### src/rtl/sorter_pkg.sv
package sorter_pkg;
  typedef enum logic [2:0] {
    S_IDLE,
    S_LOAD,
    S_SETTLE,
    S_DRAIN,
    S_DONE
  } sort_state_e;
endpackage

### src/rtl/sort_cell.sv
module sort_cell #(
  parameter int KEY_W = 8
) (
  input  logic             clk_i,
  input  logic             rst_ni,
  input  logic             clr_i,
  input  logic             shift_i,
  input  logic             in_vld_i,
  input  logic [KEY_W-1:0] in_key_i,
  input  logic [KEY_W-1:0] right_key_i,
  output logic [KEY_W-1:0] key_o,
  output logic             fwd_vld_o,
  output logic [KEY_W-1:0] fwd_key_o
);
  localparam logic [KEY_W-1:0] KEY_MAX = '1;

  logic [KEY_W-1:0] key_q;

  always_ff @(posedge clk_i or negedge rst_ni) begin
    if (!rst_ni) begin
      key_q     <= KEY_MAX;
      fwd_vld_o <= 1'b0;
      fwd_key_o <= '0;
    end else if (clr_i) begin
      key_q     <= KEY_MAX;
      fwd_vld_o <= 1'b0;
    end else if (shift_i) begin
      key_q     <= right_key_i;
      fwd_vld_o <= 1'b0;
    end else if (in_vld_i) begin
      fwd_vld_o <= 1'b1;
      // ties pass the newcomer on: earlier equal key stays left
      if (in_key_i < key_q) begin
        key_q     <= in_key_i;
        fwd_key_o <= key_q;
      end else begin
        fwd_key_o <= in_key_i;
      end
    end else begin
      fwd_vld_o <= 1'b0;
    end
  end

  assign key_o = key_q;

  a_r2_clear_to_max: assert property (@(posedge clk_i) disable iff (!rst_ni)
    clr_i |=> (key_o == KEY_MAX && !fwd_vld_o));

  a_r3_fwd_not_smaller: assert property (@(posedge clk_i) disable iff (!rst_ni)
    fwd_vld_o |-> (fwd_key_o >= key_o));

  a_r3_idle_holds: assert property (@(posedge clk_i) disable iff (!rst_ni)
    (!clr_i && !shift_i && !in_vld_i) |=> $stable(key_o));
endmodule

### src/rtl/sort_ctrl.sv
module sort_ctrl
  import sorter_pkg::*;
#(
  parameter int NUM_CELLS = 8
) (
  input  logic clk_i,
  input  logic rst_ni,
  input  logic clr_i,
  input  logic vld_i,
  input  logic last_i,
  input  logic busy_i,
  output logic accept_o,
  output logic shift_o,
  output logic out_vld_o,
  output logic done_o
);
  localparam int CNT_W = $clog2(NUM_CELLS + 1);
  localparam logic [CNT_W-1:0] CNT_FULL_M1 = CNT_W'(NUM_CELLS - 1);

  sort_state_e      state_q;
  logic [CNT_W-1:0] cnt_q;

  always_ff @(posedge clk_i or negedge rst_ni) begin
    if (!rst_ni) begin
      state_q <= S_IDLE;
      cnt_q   <= '0;
    end else if (clr_i) begin
      state_q <= S_LOAD;
      cnt_q   <= '0;
    end else begin
      unique case (state_q)
        S_LOAD: if (vld_i) begin
          cnt_q <= cnt_q + 1'b1;
          if (last_i || cnt_q == CNT_FULL_M1) state_q <= S_SETTLE;
        end
        S_SETTLE: if (!busy_i) state_q <= S_DRAIN;
        S_DRAIN: begin
          cnt_q <= cnt_q - 1'b1;
          if (cnt_q == CNT_W'(1)) state_q <= S_DONE;
        end
        default: ;
      endcase
    end
  end

  assign accept_o  = (state_q == S_LOAD) && vld_i && !clr_i;
  assign shift_o   = (state_q == S_DRAIN) && !clr_i;
  assign out_vld_o = (state_q == S_DRAIN);
  assign done_o    = (state_q == S_DONE);

  a_r8_cnt_bound: assert property (@(posedge clk_i) disable iff (!rst_ni)
    cnt_q <= CNT_W'(NUM_CELLS));

  a_r9_not_both: assert property (@(posedge clk_i) disable iff (!rst_ni)
    !(out_vld_o && done_o));

  a_r8_no_accept_in_drain: assert property (@(posedge clk_i) disable iff (!rst_ni)
    out_vld_o |-> !accept_o);
endmodule

### src/rtl/sys_insert_sorter.sv
module sys_insert_sorter #(
  parameter int NUM_CELLS = 8,
  parameter int KEY_W     = 8
) (
  input  logic             clk_i,
  input  logic             rst_ni,
  input  logic             clr_i,
  input  logic             vld_i,
  input  logic             last_i,
  input  logic [KEY_W-1:0] key_i,
  output logic             out_vld_o,
  output logic [KEY_W-1:0] out_key_o,
  output logic             done_o
);
  localparam logic [KEY_W-1:0] KEY_MAX = '1;

  logic [KEY_W-1:0] cell_key  [NUM_CELLS];
  logic [KEY_W-1:0] chain_key [NUM_CELLS+1];
  logic [NUM_CELLS:0] chain_vld;
  logic accept, shift, busy;

  assign chain_vld[0] = accept;
  assign chain_key[0] = key_i;
  // cells 0..N-2 forwarding means a key is still moving
  assign busy = |chain_vld[NUM_CELLS-1:1];

  sort_ctrl #(.NUM_CELLS(NUM_CELLS)) u_ctrl (
    .clk_i    (clk_i),
    .rst_ni   (rst_ni),
    .clr_i    (clr_i),
    .vld_i    (vld_i),
    .last_i   (last_i),
    .busy_i   (busy),
    .accept_o (accept),
    .shift_o  (shift),
    .out_vld_o(out_vld_o),
    .done_o   (done_o)
  );

  for (genvar i = 0; i < NUM_CELLS; i++) begin : g_cell
    logic [KEY_W-1:0] right_key;
    if (i == NUM_CELLS - 1) begin : g_tail
      assign right_key = KEY_MAX;
    end else begin : g_body
      assign right_key = cell_key[i+1];
    end
    sort_cell #(.KEY_W(KEY_W)) u_cell (
      .clk_i      (clk_i),
      .rst_ni     (rst_ni),
      .clr_i      (clr_i),
      .shift_i    (shift),
      .in_vld_i   (chain_vld[i]),
      .in_key_i   (chain_key[i]),
      .right_key_i(right_key),
      .key_o      (cell_key[i]),
      .fwd_vld_o  (chain_vld[i+1]),
      .fwd_key_o  (chain_key[i+1])
    );
  end

  assign out_key_o = cell_key[0];

  a_r4_ascending: assert property (@(posedge clk_i) disable iff (!rst_ni)
    (out_vld_o && $past(out_vld_o)) |-> (out_key_o >= $past(out_key_o)));

  a_r9_done_after_drain: assert property (@(posedge clk_i) disable iff (!rst_ni)
    ($fell(out_vld_o) && !$past(clr_i)) |-> done_o);

  a_r3_tail_drop_ge: assert property (@(posedge clk_i) disable iff (!rst_ni)
    chain_vld[NUM_CELLS] |-> (chain_key[NUM_CELLS] >= cell_key[NUM_CELLS-1]));

  a_r7_no_drain_while_moving: assert property (@(posedge clk_i) disable iff (!rst_ni)
    (out_vld_o && !$past(out_vld_o)) |-> !$past(busy));
endmodule

### config.mk
export PLATFORM = sky130hd
export DESIGN_NAME = sys_insert_sorter
export DESIGN_NICKNAME = d
export VERILOG_FILES = /design/src/rtl/sorter_pkg.sv /design/src/rtl/sort_cell.sv /design/src/rtl/sort_ctrl.sv /design/src/rtl/sys_insert_sorter.sv
export SDC_FILE = /design/constraint.sdc
export NUM_CORES = 1
export LEC_CHECK = 0
export BUFFER_PORTS_ARGS = -buffer_cell sky130_fd_sc_hd__buf_4
export CORE_ASPECT_RATIO = 0.5
export CORE_MARGIN = 1.5
export CORE_UTILIZATION = 50
export DETAILED_ROUTE_END_ITERATION = 7
export PLACE_DENSITY_LB_ADDON = 0.1
export SYNTH_ARGS = -nofsm -noshare
export SYNTH_HDL_FRONTEND = slang
export SYNTH_SLANG_ARGS = --single-unit
### constraint.sdc
create_clock -name clk_i -period 4.75 [get_ports clk_i]
set_input_delay 0.95 -clock clk_i [delete_from_list [all_inputs] [get_ports clk_i]]
set_output_delay 0.95 -clock clk_i [all_outputs]
set_load 0.05 [all_outputs]
==> impl_metrics.json <==
{
  "place_area_um2": 8430,
  "cts.repair.resized": 0,
  "ys_async_sr_fraction_pct": 100,
  "die_y_um": 94.4,
  "ys.flop_type": "dfrtp_1",
  "row_count": 33,
  "route.detailed.drc": 0,
  "slew_violations": 0,
  "via_per_inst": 5.86,
  "dpl.hpwl_mm": 12.8,
  "wl_per_cell_um": 17.3,
  "p_total_mw": 4.64,
  "grt_pass1_vias": 6082,
  "arrival_ns": 3.07,
  "cts_tree": "done",
  "rsz0062_at_grt": "no",
  "grt-ovfl-total": 0,
  "ios": 23,
  "routed_wl_mm": 19.0,
  "maxCapViolCount": 0,
  "relSlewSlack_pct": 26.5,
  "critical_path_class": "register to register",
  "status": "completed",
  "stdcell_area_um2": 9030,
  "cts_hold_buffers": 0,
  "cts_buffer_depth": 2,
  "max_freq_ghz": 0.365,
  "seq_area_frac_synth_pct": 41.1,
  "crit_path_start_kind": "register",
  "power.density_nw_per_um2": 514,
  "dp_cells": 1069,
  "avgSynthCellArea_um2": 9.53,
  "cts_setup_buffers": 0,
  "tightestPinTransition_ns": 1.10,
  "ys_ff_latch": 134,
  "min_period_ns": 2.74,
  "grt_start_max_net_pins": 105,
  "clk_latency_ns": 0.42,
  "netlist_instances": 877,
  "cp_slowest_cell": "a211oi_4",
  "irDropWorstVdd_mv": 0.279,
  "gp_congestion": 0.757,
  "holdCritPathClass": "register to register",
  "num-nets-final": 933,
  "p_leak_nw": 4.34,
  "antenna_found_initial": 0,
  "period_share_pct": 57.6,
  "yosysWarnings": 0,
  "die_w_um": 186,
  "synth_area_um2": 8360,
  "path_clk_slew_ns": 0.06,
  "fin_skew_ns": 0.0103,
  "area_growth_pct": 8.07,
  "diodes": 0,
  "portBuffers": 22,
  "ant_nets": 0,
  "synth_edf_count": 0,
  "required_ns": 5.09,
  "crit_chain": "inv_1 -> ha_1 -> a211oi_2 -> o21ai_2 -> a211oi_4 -> a2111oi_0 -> nor3_1",
  "utilization_pct": 55.2,
  "root_buffer": "clkbuf_16",
  "cts_made_buffers": 17,
  "tns_ns": 0,
  "setup_viol": 0,
  "clkSinkCount": 134,
  "dr.pass1.iters": 5,
  "end_kind": "register",
  "die_area_um2": 17600,
  "drt_iter0_markers": 332,
  "grtUsageTotal_pct": 23.4,
  "fill_cells": 1479,
  "start_util_pct": 51.1,
  "worst-path-max-fanout": 24,
  "finalNonFillerCells": 1101,
  "grt_pass1_wl_mm": 32.0,
  "hold_violations": 0,
  "h-tree-depth": 4,
  "core-area_um2": 16400,
  "cpPeakStageDelay_ns": 0.86,
  "vias": 6450,
  "drive_above_1_share_pct": 17.0,
  "synthDistinctLibCells": 49,
  "syn-num-nets": 949
}
==> final timing paths <==
check	slack [ns]	start	end	depth (start not counted)
min	0.54	g_cell[6].u_cell.fwd_key_o[0]$_DFFE_PN0P_	g_cell[7].u_cell.key_o[0]$_DFFE_PN1P_	2
min in group asynchronous	0.63	rst_ni	u_ctrl.cnt_q[3]$_DFFE_PN0P_	1
max in group asynchronous	3.05	rst_ni	g_cell[1].u_cell.key_o[6]$_DFFE_PN1P_	2
min reg2reg	0.54	g_cell[6].u_cell.fwd_key_o[0]$_DFFE_PN0P_	g_cell[7].u_cell.key_o[0]$_DFFE_PN1P_	2
max reg2reg	2.01	g_cell[5].u_cell.key_o[2]$_DFFE_PN1P_	g_cell[5].u_cell.key_o[4]$_DFFE_PN1P_	7
max	2.01	g_cell[5].u_cell.key_o[2]$_DFFE_PN1P_	g_cell[5].u_cell.key_o[4]$_DFFE_PN1P_	7
==> cells in the final DEF, fill, tap and decap left out, drive strengths merged, types with 22 or more instances in the layout <==
| cell | count |
|---|---|
| a211oi | 22 |
| a21oi | 71 |
| and3 | 25 |
| buf | 28 |
| dfrtp | 70 |
| dfstp | 64 |
| ha | 59 |
| inv | 67 |
| mux2i | 59 |
| nor2 | 99 |
| nor3 | 111 |
| nor4 | 34 |
==> through the flow <==
stage | hold slack (ns) | setup slack (ns)
5_1_grt | 0.570 | 1.81
6_report | 0.537 | 2.01
4_1_cts | 0.545 | 1.99
3_5_place_dp | 0.528 | 1.99
3_3_place_gp | 0.512 | 2.03
2_1_floorplan | 0.492 | 2.22
==> routing by layer <==
metal / wire length (um) / global-route usage (%) / vias to the layer above
met1: 9830 / 34.0 / 3150
li1: - / - / 3180
met2: 8460 / 35.5 / 102
met3: 564 / 4.36 / 18
met4: 197 / 6.52 / 0
met5: 0 / 0 / -
==> Yosys cell counts, types with 5 or more instances <==
cell type / instances / area share, %
a311oi_1: 16 / 1.7
a21oi_2: 5 / 0.52
o211ai_1: 11 / 0.99
nand2_1: 19 / 0.85
and3_1: 25 / 1.9
clkbuf_1: 14 / 0.63
o21ai_0: 12 / 0.72
nor3_1: 108 / 6.5
ha_1: 59 / 8.8
buf_2: 18 / 1.1
nor4_1: 34 / 2.5
buf_4: 13 / 1.2
a21oi_1: 65 / 3.9
nor2_1: 98 / 4.4
dfstp_2: 64 / 20
inv_1: 63 / 2.8
a2111oi_0: 16 / 1.7
buf_6: 12 / 1.6
mux2i_1: 59 / 7.1
nor2b_1: 10 / 0.75
dfrtp_1: 70 / 21
a211oi_1: 16 / 1.4
a221oi_1: 16 / 1.7
==> state kept, by name, summed over array words and instances (netlist names) <==
register,cells
g_cell.u_cell.fwd_vld_o,7
u_ctrl.cnt_q,4
g_cell.u_cell.key_o,64
g_cell.u_cell.fwd_key_o,56
u_ctrl.state_q,3
==> final cells by class <==
cell class	instances	area (um2)	share of cell area [%]
inverter	64	243	2.69
clock buffer	17	425	4.71
multi-input combinational	616	4260	47.1
timing repair buffer	28	214	2.37
tap	227	284	3.14
clock inverter	15	176	1.95
sequential	134	3430	38.0
==> report_power, final <==
group | total, mW | switching, mW | leakage, nW | internal [mW]
sequential | 1.67 | 0.286 | 1.49 | 1.38
combinational | 1.63 | 1.03 | 2.56 | 0.602
clock | 1.35 | 0.522 | 0.290 | 0.827
==> kinds of logic (layout without fill, tap and decap cells) <==
| family | count (synthesis) | after routing | share of synthesized area [%] |
|---|---|---|---|
| DFF | 134 | 134 | 41.1 |
| muxes | 59 | 59 | 7.06 |
| buffers and inverters | 127 | 124 | 7.99 |
| xor gates and xnor gates | 4 | 4 | 0.419 |
| and+or+nand+nor | 315 | 315 | 19.2 |
| AOI/OAI and AO/OA | 179 | 179 | 15.4 |
| adders and majority gates | 59 | 59 | 8.83 |
==> critical path: cells and delay by family (launching register included) <==
| kind | cells | cell delay (ns) |
|---|---|---|
| AOI/OAI and AO/OA | 4 | 1.48 |
| adders and majority gates | 1 | 0.30 |
| buffers and inverters | 1 | 0.05 |
| DFF | 1 | 0.56 |
| and+or+nand+nor | 1 | 0.24 |
No activity file was read; power rests on OpenSTA's default activity.
